<file path="src/rtl/wsp_pkg.sv">
// Shared sizing for the Walsh spreading encoder.
// Assumes the spreading factor is a power of two, so the code index
// and the chip position have the same width.
package wsp_pkg;
    parameter int FLIT_W_DEF  = 32;
    parameter int SF_LOG2_DEF = 3;
endpackage

</file>
<file path="src/rtl/wsp_codebook.sv">
// Walsh codebook: turns a code index into its codeword.
// Chip j of word k is the parity of (k AND j). Purely combinational.
// Assumes the caller rejects index 0, the only unbalanced word.
module wsp_codebook #(
    parameter int SF_LOG2 = 3,
    localparam int SF = 1 << SF_LOG2
) (
    input  logic [SF_LOG2-1:0] idx,
    output logic [SF-1:0]      word
);
    // one parity tree per chip position
    for (genvar j = 0; j < SF; j++) begin : g_chip
        assign word[j] = ^(idx & SF_LOG2'(j));
    end
endmodule

</file>
<file path="src/rtl/wsp_serializer.sv">
// Flit serializer: holds one flit and walks it MSB first, holding
// each bit for SF chip cycles. Reports the current bit, the chip
// position within the bit, and the first and last chip of the flit.
// Assumes load is only asserted when the block is idle or on its last chip.
module wsp_serializer #(
    parameter int FLIT_W  = 32,
    parameter int SF_LOG2 = 3,
    localparam int SF    = 1 << SF_LOG2,
    localparam int BIT_W = $clog2(FLIT_W)
) (
    input  logic               clk,
    input  logic               rst_n,
    input  logic               load,
    input  logic [FLIT_W-1:0]  flit_in,
    output logic               busy,
    output logic               cur_bit,
    output logic [SF_LOG2-1:0] chip_pos,
    output logic               first_chip,
    output logic               last_chip
);
    localparam logic [BIT_W-1:0]   TOP_BIT  = BIT_W'(FLIT_W - 1);
    localparam logic [SF_LOG2-1:0] LAST_POS = SF_LOG2'(SF - 1);

    logic [FLIT_W-1:0] flit_q;
    logic [BIT_W-1:0]  bit_idx;

    // capture a new flit or step through chips and bits
    always_ff @(posedge clk) begin
        if (!rst_n) begin
            busy     <= 1'b0;
            flit_q   <= '0;
            bit_idx  <= '0;
            chip_pos <= '0;
        end else if (load) begin
            busy     <= 1'b1;
            flit_q   <= flit_in;
            bit_idx  <= TOP_BIT;
            chip_pos <= '0;
        end else if (busy) begin
            chip_pos <= chip_pos + 1'b1;
            if (chip_pos == LAST_POS) begin
                bit_idx <= bit_idx - 1'b1;
                if (bit_idx == '0) busy <= 1'b0;
            end
        end
    end

    // current data bit and flit boundary flags
    always_comb begin
        cur_bit    = flit_q[bit_idx];
        first_chip = busy && (bit_idx == TOP_BIT) && (chip_pos == '0);
        last_chip  = busy && (bit_idx == '0) && (chip_pos == LAST_POS);
    end

    // a taken flit is being sent from its first chip one cycle later
    assert_start_after_load_R2: assert property (@(posedge clk) disable iff (!rst_n)
        load |=> (busy && first_chip));

    // the flit ends right after its last chip unless another is taken
    assert_end_after_last_R3: assert property (@(posedge clk) disable iff (!rst_n)
        (last_chip && !load) |=> !busy);
endmodule

</file>
<file path="src/rtl/wsp_chipgen.sv">
// Chip former: captures the codeword at flit load and XORs the
// current data bit with the codeword chip for the current position.
// Drives zero with no valid strobe when idle.
// Assumes the code index is nonzero whenever load is asserted.
module wsp_chipgen #(
    parameter int SF_LOG2 = 3,
    localparam int SF = 1 << SF_LOG2
) (
    input  logic               clk,
    input  logic               rst_n,
    input  logic               load,
    input  logic [SF_LOG2-1:0] code_idx,
    input  logic               busy,
    input  logic               cur_bit,
    input  logic [SF_LOG2-1:0] chip_pos,
    output logic               chip_out,
    output logic               chip_vld
);
    logic [SF-1:0] word_now;
    logic [SF-1:0] code_q;

    wsp_codebook #(.SF_LOG2(SF_LOG2)) codebook_i (
        .idx  (code_idx),
        .word (word_now)
    );

    // hold the codeword for the whole flit
    always_ff @(posedge clk) begin
        if (!rst_n) code_q <= '0;
        else if (load) code_q <= word_now;
    end

    // spread the data bit by XOR, idle output forced to zero
    always_comb begin
        chip_vld = busy;
        chip_out = busy ? (cur_bit ^ code_q[chip_pos]) : 1'b0;
    end

    // the codeword in use is balanced
    assert_balanced_word_R5: assert property (@(posedge clk) disable iff (!rst_n)
        busy |-> ($countones(code_q) == SF / 2));

    // no chip value leaks out while idle
    assert_idle_quiet_R8: assert property (@(posedge clk) disable iff (!rst_n)
        !chip_vld |-> !chip_out);

    // the codeword is steady within a flit
    assert_code_steady_R10: assert property (@(posedge clk) disable iff (!rst_n)
        (busy && !$past(load)) |-> $stable(code_q));
endmodule

</file>
<file path="src/rtl/wsp_encoder.sv">
// Walsh spreading encoder top. Takes flits on a valid/ready handshake
// and emits one spread chip per clock with a strobe and a flit-start mark.
// Refuses flits while the code index is zero. Next flit may be taken on
// the last chip of the current one.
// Assumes code_sel is static configuration, sampled at flit load.
module wsp_encoder #(
    parameter int FLIT_W  = wsp_pkg::FLIT_W_DEF,
    parameter int SF_LOG2 = wsp_pkg::SF_LOG2_DEF
) (
    input  logic               clk,
    input  logic               rst_n,
    input  logic               in_valid,
    input  logic [FLIT_W-1:0]  in_flit,
    output logic               in_ready,
    input  logic [SF_LOG2-1:0] code_sel,
    output logic               cfg_err,
    output logic               chip_out,
    output logic               chip_vld,
    output logic               flit_start
);
    logic               load;
    logic               busy;
    logic               cur_bit;
    logic [SF_LOG2-1:0] chip_pos;
    logic               first_chip;
    logic               last_chip;

    // handshake and configuration check
    always_comb begin
        cfg_err  = (code_sel == '0);
        in_ready = !cfg_err && (!busy || last_chip);
        load     = in_valid && in_ready;
    end

    wsp_serializer #(.FLIT_W(FLIT_W), .SF_LOG2(SF_LOG2)) ser_i (
        .clk        (clk),
        .rst_n      (rst_n),
        .load       (load),
        .flit_in    (in_flit),
        .busy       (busy),
        .cur_bit    (cur_bit),
        .chip_pos   (chip_pos),
        .first_chip (first_chip),
        .last_chip  (last_chip)
    );

    wsp_chipgen #(.SF_LOG2(SF_LOG2)) chip_i (
        .clk      (clk),
        .rst_n    (rst_n),
        .load     (load),
        .code_idx (code_sel),
        .busy     (busy),
        .cur_bit  (cur_bit),
        .chip_pos (chip_pos),
        .chip_out (chip_out),
        .chip_vld (chip_vld)
    );

    // flit boundary marker to the modulator
    always_comb flit_start = first_chip;

    // an unusable code index blocks the handshake
    assert_bad_code_blocks_R9: assert property (@(posedge clk) disable iff (!rst_n)
        cfg_err |-> !in_ready);

    // no new flit is accepted right after a flit starts
    assert_busy_not_ready_R7: assert property (@(posedge clk) disable iff (!rst_n)
        flit_start |=> !in_ready);

    // the start marker only appears on a valid chip
    assert_start_is_valid_R6: assert property (@(posedge clk) disable iff (!rst_n)
        flit_start |-> chip_vld);
endmodule

</file>
<file path="config.mk">
export PLATFORM = sky130hd
export DESIGN_NAME = wsp_encoder
export DESIGN_NICKNAME = d
export VERILOG_FILES = /design/src/rtl/wsp_pkg.sv /design/src/rtl/wsp_codebook.sv /design/src/rtl/wsp_serializer.sv /design/src/rtl/wsp_chipgen.sv /design/src/rtl/wsp_encoder.sv
export SDC_FILE = /design/constraint.sdc
export NUM_CORES = 1
export LEC_CHECK = 0
export BUFFER_PORTS_ARGS = -buffer_cell sky130_fd_sc_hd__buf_2
export CORE_UTILIZATION = 50
export CTS_BUF_LIST = sky130_fd_sc_hd__clkbuf_8
export DETAILED_ROUTE_END_ITERATION = 12
export PLACE_DENSITY = 0.73
export SLEW_MARGIN = 10
export SYNTH_ARGS = -nofsm -noshare
export SYNTH_HDL_FRONTEND = slang
export SYNTH_SLANG_ARGS = --single-unit
</file>
<file path="constraint.sdc">
create_clock -name clk -period 2.2 [get_ports clk]
set_clock_uncertainty 0.2 [all_clocks]
set_input_delay 0.11 -clock clk [delete_from_list [all_inputs] [get_ports clk]]
set_output_delay 0.11 -clock clk [all_outputs]
set_load 0.01 [all_outputs]
</file>
==> summary.json <==
{
  "finish": {
    "insertedDiodeCount": 0,
    "area_delta_synth_final_pct": 33.9,
    "design.final.nets": 385,
    "final_cell_area_mm2": 0.00313,
    "drive_gt1_frac": 0.223,
    "post-route-util": 0.709
  },
  "drt": {
    "ant_nets": 0,
    "num_vias": 2053,
    "drtIter0Drc": 98,
    "route.detailed.drc": 0,
    "first_pass_iters": 4,
    "wl_per_cell_um": 13.2,
    "post_drt_via_cell_ratio": 5.22,
    "route.final.wire_length_mm": 5.19
  },
  "setup_path": {
    "cp_data_required_time_ps": 1890,
    "setup.worst_path.start": "ser_i.bit_idx[1]",
    "worst_setup_path_end_kind": "primary output",
    "critical_path_source_type": "flip-flop",
    "timing_worst_setup_path_type": "flip-flop to primary output",
    "timing.rr.start": "ser_i.bit_idx[1]",
    "critical_path_maximum_fanout": 2,
    "arrival_ps": 2090,
    "worst_r2r_path_cells": 9
  },
  "die": {
    "design.die.area_mm2": 0.00495,
    "die-width_um": 70.4,
    "floorplan.io_pins": 43,
    "rows": 24,
    "core_area_mm2": 0.00441,
    "die_height_um": 70.4,
    "floorplan.initialDensity": 0.530
  },
  "clock_tree": {
    "cts_buffers": 5,
    "clk_pin_slew_worst_paths_ps": 90,
    "cts-htree-levels": 2,
    "deepest_clock_path_buffer_count": 2,
    "clkLatencyLatePin_ps": 300,
    "postCtsSetupRepairBufs": 0,
    "clock_tree_from_tritoncts": "done",
    "cts_sinks": 48,
    "clock-root-buffer": "clkbuf_8"
  },
  "logic_synthesis": {
    "syn_nets": 307,
    "syn_inst": 262,
    "synth_cell_type_count": 35,
    "yosys_warnings": 0,
    "syn_avg_cell_area_um2": 8.93,
    "synthesis.area_mm2": 0.00234,
    "synth_seq_area_share": 0.411,
    "synth-seq-cells": 48
  },
  "power_and_ir_drop": {
    "power_density_mw_per_mm2": 639,
    "power.leakage_nw": 1.31,
    "clockPowerShare": 0.334,
    "p_int_mw": 1.50,
    "combPwrFrac": 0.181,
    "p_sw_uw": 506,
    "design_power_total_mw": 2.00,
    "irDropWorstVdd_mv": 0.522,
    "share_seq_of_total_power": 0.485,
    "p_sw_frac": 0.252
  },
  "sta": {
    "headroom_to_the_max_slew_limit": 0.542,
    "rsz_0062_raised_after_global_routing": "yes",
    "worst_slack_ps": -195,
    "tightestPinTransition_ps": 687,
    "final-hold-violation-count": 0,
    "setup-violations-final": 1,
    "post-route-min-period_ps": 2400,
    "timing.final.crit_share": 1.09,
    "timing.setup.tns_ps": -195,
    "finalMaxSlewViolations": 0,
    "max_freq_mhz": 417
  },
  "worst_hold_path": {
    "min_from": "in_valid",
    "hold_path_class": "input port to flip-flop",
    "worstHoldPathCells": 4
  },
  "placed_design": {
    "instance_area_at_placement_mm2": 0.00264,
    "numPortBuffers": 42,
    "hpwlAfterDp_mm": 3.35,
    "place_congestion": 0.843
  },
  "job": {
    "timing.max_cap.violations": 0
  },
  "grt": {
    "globalRouteTotalUtil": 0.235,
    "grt_max_degree": 49,
    "first_global_vias": 2077,
    "grt_first_pass_wirelength_mm": 9.29,
    "total_grt_overflow": 0,
    "initial_antenna_violation_count": 0
  },
  "run_status": {
    "run_status": "complete, but fails checks",
    "failing_checks": "setup timing"
  }
}
[Yosys cell counts (all sizes together)]
cell / instances / area [µm²]
nand4b: 1 / 8.76
buf: 10 / 61.3
xnor2: 6 / 52.6
o221ai: 1 / 8.76
or3b: 1 / 8.76
a21oi: 1 / 5.00
nor4: 3 / 18.8
nor3: 2 / 10.0
o211a: 3 / 30.0
ha: 7 / 87.6
mux2i: 7 / 70.1
nor2b: 1 / 6.26
nor2: 4 / 15.0
nand2: 80 / 300
inv: 7 / 26.3
nand3b: 3 / 22.5
o41ai: 1 / 16.3
clkbuf: 9 / 33.8
a21boi: 42 / 315
xor2: 2 / 17.5
a32o: 1 / 10.0
a41oi: 1 / 8.76
o21ai: 2 / 10.0
and2: 1 / 6.26
a311oi: 1 / 8.76
and3: 3 / 18.8
nand2b: 1 / 6.26
nand3: 5 / 25.0
mux4: 7 / 161
dfxtp: 48 / 961
o211ai: 1 / 7.51
[layer usage]
| layer | GRT usage | vias to the layer above | routed length [µm] |
|---|---|---|---|
| met2 | 0.399 | 44 | 2530 |
| met3 | 0.0519 | 4 | 195 |
| met1 | 0.301 | 956 | 2430 |
| met4 | 0.0600 | 0 | 38 |
| li1 | - | 1049 | - |
| met5 | 0 | - | 0 |
[kinds of logic (layout without fill, tap and decap cells)]
kind of cell | Yosys count | count (layout) | share of synthesized area
and+or+nand+nor | 105 | 105 | 0.191
AOI/OAI and AO/OA | 54 | 54 | 0.180
DFF | 48 | 48 | 0.411
buffers and inverters | 26 | 105 | 0.0519
muxes | 14 | 14 | 0.0990
xor gates and xnor gates | 8 | 8 | 0.0300
adders and majority gates | 7 | 7 | 0.0375
[cell type report]
class / count / area (µm²)
clock buffers: 6 / 82.6
well taps: 52 / 65.1
repair buffers: 90 / 683
fillers: 362 / 1280
flip-flops and latches: 48 / 963
clock inverters: 2 / 38.8
inverters: 7 / 26.3
multi-input cells: 188 / 1270
[worst max-delay path: stages, from the launching register on]
cell and delay, ps:
dfxtp_2 340, mux4_2 490, a32o_2 290, a311oi_2 250, a41oi_2 90, mux2i_1 180, buf_2 150
[sequential cells by signal, indices dropped and copies added (netlist names)]
name and cells:
ser_i.flit_q 32, ser_i.chip_pos 3, ser_i.bit_idx 5, chip_i.code_q 7
ser_i.busy 1
[path summary, 6_finish.rpt]
check                                   endpoint  slack (ps)
worst min-delay path                  ser_i.busy          80
worst max register to register   ser_i.flit_q[4]         100
worst max-delay path                    chip_out        -200
worst min register to register  ser_i.flit_q[24]         260
[what timing repair did]
item / in CTS / in global routing
endpoints found under the hold margin: 37 / 0
setup endpoints to repair: 1 / 44
hold buffers: 35 / 0
resized for setup: 5 / 1
[power groups by stage]
stage,logic (mW),clock network [mW],registers [mW]
floorplan,0.210,0,0.974
global placement,0.302,0,0.988
detailed placement,0.308,0,0.990
CTS,0.361,0.678,0.971
global route,0.405,0.720,0.979
finish,0.362,0.669,0.971
[placed cells by master, fill, tap and decap left out, types with 2 or more instances in the layout]
master	n
buf_4	11
mux2i_1	7
o21ai_0	2
dfxtp_2	2
a21boi_0	37
inv_1	7
nand3b_1	3
o211a_1	3
dlygate4sd3_1	35
nand2_1	80
buf_2	42
xor2_1	2
nand3_1	5
dfxtp_1	46
nor4_1	3
nor3_1	2
nor2_1	4
mux4_2	6
a21boi_1	5
clkbuf_8	6
xnor2_1	6
buf_12	2
and3_1	2
ha_1	7
[per-stage QoR]
| step | hold WS (ps) | cells | worst slack, ps |
|---|---|---|---|
| 6_report | 82.1 | 393 | -195 |
| 5_1_grt | 116 | 393 | -307 |
| 4_1_cts | 74.8 | 393 | -188 |
| 3_5_place_dp | 159 | 350 | 61.7 |
| 3_3_place_gp | 154 | 350 | 154 |
| 2_1_floorplan | 44.8 | 262 | 175 |
No activity file was read; power rests on OpenSTA's default activity.
